$ cat config.mk
export PLATFORM = sky130hd
export DESIGN_NAME = mux_bus_bridge
export DESIGN_NICKNAME = d
export VERILOG_FILES = /design/src/rtl/bridge_pkg.sv /design/src/rtl/bridge_decode.sv /design/src/rtl/bridge_seq.sv /design/src/rtl/bridge_datapath.sv /design/src/rtl/mux_bus_bridge.sv
export SDC_FILE = /design/constraint.sdc
export NUM_CORES = 1
export LEC_CHECK = 0
export CAP_MARGIN = 5
export CORE_MARGIN = 2
export CORE_UTILIZATION = 40
export CTS_CLUSTER_DIAMETER = 120
export DETAILED_ROUTE_END_ITERATION = 7
export HOLD_SLACK_MARGIN = 0.12
export PLACE_DENSITY = 0.77
export SYNTH_ARGS = -nofsm -noshare
export SYNTH_HDL_FRONTEND = slang
export SYNTH_SLANG_ARGS = --single-unit
$ cat constraint.sdc
create_clock -name clk_i -period 2.85 [get_ports clk_i]
set_input_delay 0.57 -clock clk_i [delete_from_list [all_inputs] [get_ports clk_i]]
set_output_delay 0.57 -clock clk_i [all_outputs]
set_load 0.01 [all_outputs]
$ cat src/rtl/bridge_pkg.sv
package bridge_pkg;
  typedef enum logic [1:0] {
    ST_IDLE = 2'd0,
    ST_ADDR = 2'd1,
    ST_DATA = 2'd2,
    ST_ACK  = 2'd3
  } br_state_e;

  localparam logic [1:0] CYC_IO = 2'b10;
endpackage

$ cat src/rtl/bridge_decode.sv
module bridge_decode #(
  parameter int BA_W = 8
) (
  input  logic [BA_W-1:0] board_addr_i,
  input  logic [BA_W-1:0] sel_addr_i,
  input  logic [1:0]      cyc_type_i,
  input  logic            req_i,
  output logic            hit_o
);
  import bridge_pkg::*;

  assign hit_o = req_i && (cyc_type_i == CYC_IO) && (sel_addr_i == board_addr_i);
endmodule

$ cat src/rtl/bridge_seq.sv
module bridge_seq
  import bridge_pkg::*;
#(
  parameter int ADDR_CYC = 2,
  parameter int DATA_CYC = 2
) (
  input  logic      clk_i,
  input  logic      rst_ni,
  input  logic      hit_i,
  input  logic      req_i,
  output br_state_e state_o,
  output logic      first_o,
  output logic      last_o
);
  localparam int MAXC = (ADDR_CYC > DATA_CYC) ? ADDR_CYC : DATA_CYC;
  localparam int CW   = $clog2(MAXC + 1);
  localparam logic [CW-1:0] A_LAST = CW'(ADDR_CYC - 1);
  localparam logic [CW-1:0] D_LAST = CW'(DATA_CYC - 1);

  br_state_e     state_q;
  logic [CW-1:0] cnt_q;

  always_ff @(posedge clk_i or negedge rst_ni) begin
    if (!rst_ni) begin
      state_q <= ST_IDLE;
      cnt_q   <= '0;
    end else begin
      unique case (state_q)
        ST_IDLE: begin
          cnt_q <= '0;
          if (hit_i) state_q <= ST_ADDR;
        end
        ST_ADDR: begin
          if (cnt_q == A_LAST) begin
            state_q <= ST_DATA;
            cnt_q   <= '0;
          end else begin
            cnt_q <= cnt_q + 1'b1;
          end
        end
        ST_DATA: begin
          if (cnt_q == D_LAST) begin
            state_q <= ST_ACK;
            cnt_q   <= '0;
          end else begin
            cnt_q <= cnt_q + 1'b1;
          end
        end
        ST_ACK: if (!req_i) state_q <= ST_IDLE;
        default: state_q <= ST_IDLE;
      endcase
    end
  end

  assign state_o = state_q;
  assign first_o = (cnt_q == '0);
  assign last_o  = (state_q == ST_DATA) && (cnt_q == D_LAST);


  ack_release_chk: assert property (@(posedge clk_i) disable iff (!rst_ni)
    (state_q == ST_ACK && !req_i) |=> (state_q == ST_IDLE));


  data_len_chk: assert property (@(posedge clk_i) disable iff (!rst_ni)
    (state_q == ST_DATA) |-> (cnt_q <= D_LAST));
endmodule

$ cat src/rtl/bridge_datapath.sv
module bridge_datapath
  import bridge_pkg::*;
#(
  parameter int AW = 8,
  parameter int DW = 8
) (
  input  logic          clk_i,
  input  logic          rst_ni,
  input  br_state_e     state_i,
  input  logic          hit_i,
  input  logic          first_i,
  input  logic          last_i,
  input  logic          we_i,
  input  logic [AW-1:0] reg_i,
  input  logic [DW-1:0] wdata_i,
  input  logic [DW-1:0] mbus_i,
  output logic [DW-1:0] mbus_o,
  output logic          mbus_oe_o,
  output logic          ale_o,
  output logic          prd_o,
  output logic          pwr_o,
  output logic [DW-1:0] rdata_o
);
  localparam int BW = (AW > DW) ? AW : DW;

  logic          we_q;
  logic [AW-1:0] reg_q;
  logic [DW-1:0] wdat_q;
  logic [DW-1:0] rdat_q;
  logic [BW-1:0] bus_w;

  always_ff @(posedge clk_i or negedge rst_ni) begin
    if (!rst_ni) begin
      we_q   <= 1'b0;
      reg_q  <= '0;
      wdat_q <= '0;
      rdat_q <= '0;
    end else begin
      if (state_i == ST_IDLE && hit_i) begin
        we_q   <= we_i;
        reg_q  <= reg_i;
        wdat_q <= wdata_i;
      end
      // capture at the end of the read strobe
      if (last_i && !we_q) rdat_q <= mbus_i;
    end
  end

  always_comb begin
    bus_w = '0;
    if (state_i == ST_ADDR) bus_w[AW-1:0] = reg_q;
    else                    bus_w[DW-1:0] = wdat_q;
  end

  assign mbus_o    = bus_w[DW-1:0];
  assign mbus_oe_o = (state_i == ST_ADDR) || (state_i == ST_DATA && we_q);
  assign ale_o     = (state_i == ST_ADDR) && first_i;
  assign prd_o     = (state_i == ST_DATA) && !we_q;
  assign pwr_o     = (state_i == ST_DATA) && we_q;
  assign rdata_o   = rdat_q;


  rd_release_chk: assert property (@(posedge clk_i) disable iff (!rst_ni)
    prd_o |-> !mbus_oe_o);


  ale_drive_chk: assert property (@(posedge clk_i) disable iff (!rst_ni)
    ale_o |-> mbus_oe_o);


  ale_single_chk: assert property (@(posedge clk_i) disable iff (!rst_ni)
    ale_o |=> !ale_o);


  strobe_excl_chk: assert property (@(posedge clk_i) disable iff (!rst_ni)
    $onehot0({ale_o, prd_o, pwr_o}));
endmodule

$ cat src/rtl/mux_bus_bridge.sv
module mux_bus_bridge
  import bridge_pkg::*;
#(
  parameter int ADDR_CYC = 2,
  parameter int DATA_CYC = 2,
  parameter int BA_W     = 8,
  parameter int AW       = 8,
  parameter int DW       = 8
) (
  input  logic                 clk_i,
  input  logic                 rst_ni,
  input  logic [BA_W-1:0]      board_addr_i,
  input  logic                 req_i,
  input  logic [1:0]           cyc_type_i,
  input  logic                 we_i,
  input  logic [BA_W+AW-1:0]   io_addr_i,
  input  logic [DW-1:0]        wdata_i,
  output logic [DW-1:0]        rdata_o,
  output logic                 ack_no,
  output logic [DW-1:0]        mbus_o,
  output logic                 mbus_oe_o,
  input  logic [DW-1:0]        mbus_i,
  output logic                 ale_o,
  output logic                 prd_o,
  output logic                 pwr_o
);
  br_state_e state;
  logic      req_hit, hit, first, last;

  bridge_decode #(.BA_W(BA_W)) u_decode (
    .board_addr_i (board_addr_i),
    .sel_addr_i   (io_addr_i[BA_W+AW-1:AW]),
    .cyc_type_i   (cyc_type_i),
    .req_i        (req_i),
    .hit_o        (req_hit)
  );

  assign hit = req_hit && (state == ST_IDLE);

  bridge_seq #(.ADDR_CYC(ADDR_CYC), .DATA_CYC(DATA_CYC)) u_seq (
    .clk_i   (clk_i),
    .rst_ni  (rst_ni),
    .hit_i   (hit),
    .req_i   (req_i),
    .state_o (state),
    .first_o (first),
    .last_o  (last)
  );

  bridge_datapath #(.AW(AW), .DW(DW)) u_dp (
    .clk_i     (clk_i),
    .rst_ni    (rst_ni),
    .state_i   (state),
    .hit_i     (hit),
    .first_i   (first),
    .last_i    (last),
    .we_i      (we_i),
    .reg_i     (io_addr_i[AW-1:0]),
    .wdata_i   (wdata_i),
    .mbus_i    (mbus_i),
    .mbus_o    (mbus_o),
    .mbus_oe_o (mbus_oe_o),
    .ale_o     (ale_o),
    .prd_o     (prd_o),
    .pwr_o     (pwr_o),
    .rdata_o   (rdata_o)
  );

  assign ack_no = (state != ST_ACK);


  start_dec_chk: assert property (@(posedge clk_i) disable iff (!rst_ni)
    ale_o |-> $past(req_i && cyc_type_i == CYC_IO
                    && io_addr_i[BA_W+AW-1:AW] == board_addr_i));


  ack_hold_chk: assert property (@(posedge clk_i) disable iff (!rst_ni)
    (!ack_no && req_i) |=> !ack_no);


  ack_quiet_chk: assert property (@(posedge clk_i) disable iff (!rst_ni)
    !ack_no |-> !(ale_o || prd_o || pwr_o || mbus_oe_o));
endmodule

==> impl_summary.txt, run 1 <==
----------------------------------------------------
[Timing]
  Max Clock Skew ... 5.07 ps
  Slew at the pin with the worst max-slew slack ... 634 ps
  Number of max-slew violations in the final report ... 0
  Fmax ... 376 MHz
  Worst hold margin ... 502 ps
  Post-Route Setup TNS ... 0 ps
  Post-layout minimum cycle time ... 2660 ps
  Number of endpoints failing setup at the final stage ... 0
  Worst slew margin ... 57.5%
  Setup repair after global routing missed its margin ... false
  Share of the clock period used by the worst path ... 93.3%
  Number of hold-slack violations in the final timing report ... 0

[Yosys]
  Post-synth EDFFs ... 0
  Largest area contributor in the netlist ... dfrtp_1
  Most frequent cell after synthesis ... dfrtp_1
  Top cells by instance count after synthesis ... dfrtp_1 (29), mux2_2 (24), mux2_4 (10)
  Share of synthesized registers carrying an async set or reset ... 100%
  Number of instances in the synthesized netlist ... 108
  Synth Cell Area ... 0.00151 mm2
  Fraction of post-synthesis cell area in the top cell type by area ... 48.1%
  Primary FF master, synth ... dfrtp_1
  Average cell area after synthesis ... 14.0 um2
  Sequential-to-total area share from yosys stat ... 48.1%
  Cell types with the largest area share after synthesis ... dfrtp_1 (48%), mux2_2 (18%), mux2_4 (10%), xor2_1 (4.6%), ha_1 (3.3%)
  Ys Warns ... 0
  Number of synthesized register bits ... 29
  Unique cell type count in the Yosys netlist ... 30
  Post-Syn Nets ... 158

[Drt]
  Wirelength, routed ... 3430 um
  Remaining DRCs ... 0
  Detailed-routing iteration count for the pre-antenna-repair pass ... 4
  DR iter-0 viols ... 62
  Antenna-violating nets left ... 0
  Average detailed-routed wire length per instance ... 15.0 um
  Via count ... 1114
  Via count normalized by instance count ... 4.86

[Clock tree]
  Clock tree from TritonCTS ... yes
  Root Buffer ... clkbuf_8
  Post-CTS clock slew at the launch and capture registers of the worst setup and hold paths ... 60 ps
  Maximum clock path buffer count ... 2
  Setup Fix Bufs, Post-CTS ... 0
  Number of sinks driven by the clock tree ... 29
  Clock H-tree levels ... 2
  # resized after CTS ... 0
  Clk Latency, worst-skew pair ... 280 ps
  Hold_buf cts ... 0
  Cts bufs inserted ... 5

[Setup path]
  Endpoint of the most critical register-to-register path ... u_seq.state_o[0]
  Worst setup path category ... flop to output port
  Largest delay share family, worst path ... buffers and inverters
  Cell chain of the critical path ... inv_1, ha_2, mux2_2, clkdlybuf4s50_1
  Critical path buffers and inverters ... 2
  Worst path required time ... 2280 ps
  Start of the worst register-to-register path ... u_seq.state_o[1]
  Peak fanout along the critical path ... 11
  Stage delay of the slowest cell on the critical path ... 500 ps
  Cell type of the slowest stage on the worst timing path ... clkdlybuf4s50_1
  Cells on worst reg2reg path ... 6
  Setup slack on the worst flop-to-flop path ... 850 ps
  Category of the worst setup path capture point ... output port
  Worst setup SP type ... flop
  Data arrival at the endpoint of the critical path ... 2090 ps

[Floorplan]
  Effective utilization at floorplan ... 41.5%
  Die area ... 0.00428 mm2
  Count of standard-cell rows ... 22
  Die height ... 65.4 um
  Core Area ... 0.00363 mm2
  Die outline width ... 65.4 um
  I/O pin total ... 67

[GRT]
  Overall track demand over capacity in global routing ... 17.8%
  Largest net degree at the start of global routing ... 30
  Initial antenna violation count ... 0
  Overflow left after global routing ... 0
  Vias in the first global route ... 1204
  Global-route wire length before repair ... 5660 um

[Power and ir drop]
  Total power of the final layout ... 0.00170 W
  Leak Pwr ... 1.07 nW
  Peak VDD IR ... 0.000438 V
  Pwr dens ... 725 mW/mm2

[Cells and area]
  Number of antenna diodes ... 0
  Area growth, synth to finish ... 55.2%
  Share of post-route cells with drive strength above 1 ... 27.1%
  Nets@finish ... 230

[Placed design]
  I/O Buffers ... 66
  Post-detailed-placement half-perimeter wirelength ... 2670 um
  Final GP Congestion ... 0.821

[Outcome]
  Status ... completed

[Min path]
  Min-Delay Startpoint ... u_dp.reg_q[2]
  Endpoint with the worst hold slack ... u_dp.reg_q[2]
  Hold Crit Depth ... 1
  Path class of the lowest-slack min-delay path ... flop to flop

[Run]
  Number of max-cap violations ... 0

----------------------------------------------------
## stage by stage
step | worst slack, ps | util, % | instances | area (um2)
floorplan | 934 | - | 108 | 1510
CTS | 37.9 | 64.3 | 229 | 2340
finish | 191 | 64.4 | 229 | 2340
global route | 107 | 64.4 | 229 | 2340
global placement | 332 | 61.1 | 221 | 2220
detailed placement | 273 | 61.1 | 221 | 2220
## per-layer routing
metal,track usage (%),share of wire [%]
met1,20.7,40
met5,0,0
met3,3.77,4.5
met4,9.38,2.7
met2,30.9,53
## cell families after synthesis
group           synth area share, %
mux                            27.9
flops                          48.1
simple gates                   10.4
compound gates                 3.90
xor+xnor                       4.65
buf+inv                        1.74
fa+ha+maj                      3.32
## report_power, final
part	internal (W)	switching, W
combinational	0.000410	0.000296
clock	0.000285	0.000155
sequential	0.000498	0.0000534
total	0.00119	0.000504
## final cells by class
type | instances | area, um2
clock buffer | 7 | 86.3
clock inverter | 1 | 30.0
fill | 307 | 1290
inverter | 3 | 11.3
multi-input combinational | 74 | 758
sequential | 29 | 726
tap | 48 | 60.1
timing repair buffer | 67 | 668
## sequential cells by signal, summed over array words and instances (netlist names)
signal         count
u_dp.wdat_q        8
u_seq.cnt_q        2
u_dp.rdata_o       8
u_dp.we_q          1
u_seq.state_o      2
u_dp.reg_q         8
## cell usage in the layout, fill, tap and decap left out, drive strengths merged, types with 2 or more instances in the layout
cell type      synthesis  layout
clkdlybuf4s50          0      66
inv                    3       3
and2                   2       2
nor3b                  2       2
nand2b                 3       3
or2                    2       2
mux2                  34      34
clkbuf                 1       7
nor2                   2       2
xor2                   8       8
nand2                  2       2
ha                     4       4
dfrtp                 29      29
## worst register-to-register path: stages (launching register included)
cell and delay, ps:
dfrtp_1 410, inv_1 110, ha_2 280, or2_2 330
a22oi_1 250, mux2_2 380, a31oi_1 150
## worst max-delay path by stage
stage | startpoint | endpoint | slack, ps | depth (start not counted)
after floorplan | board_addr_i[0] | u_dp.reg_q[2] | 930 | 5
after global placement | req_i | u_dp.reg_q[2] | 330 | 5
after detailed placement | req_i | u_dp.wdat_q[0] | 270 | 5
final | u_seq.state_o[1] | mbus_o[5] | 190 | 4
after global routing | u_seq.state_o[1] | mbus_o[5] | 110 | 4
after CTS | u_seq.state_o[1] | mbus_o[5] | 40 | 4
Power figures use the tool's default switching activity.
==> run 2: changes to the inputs <==
HOLD_SLACK_MARGIN = 0.1   (was 0.12)
==> results of run 2 <==
Same layout as run 1: the final DEF is identical, and so are final timing and power.
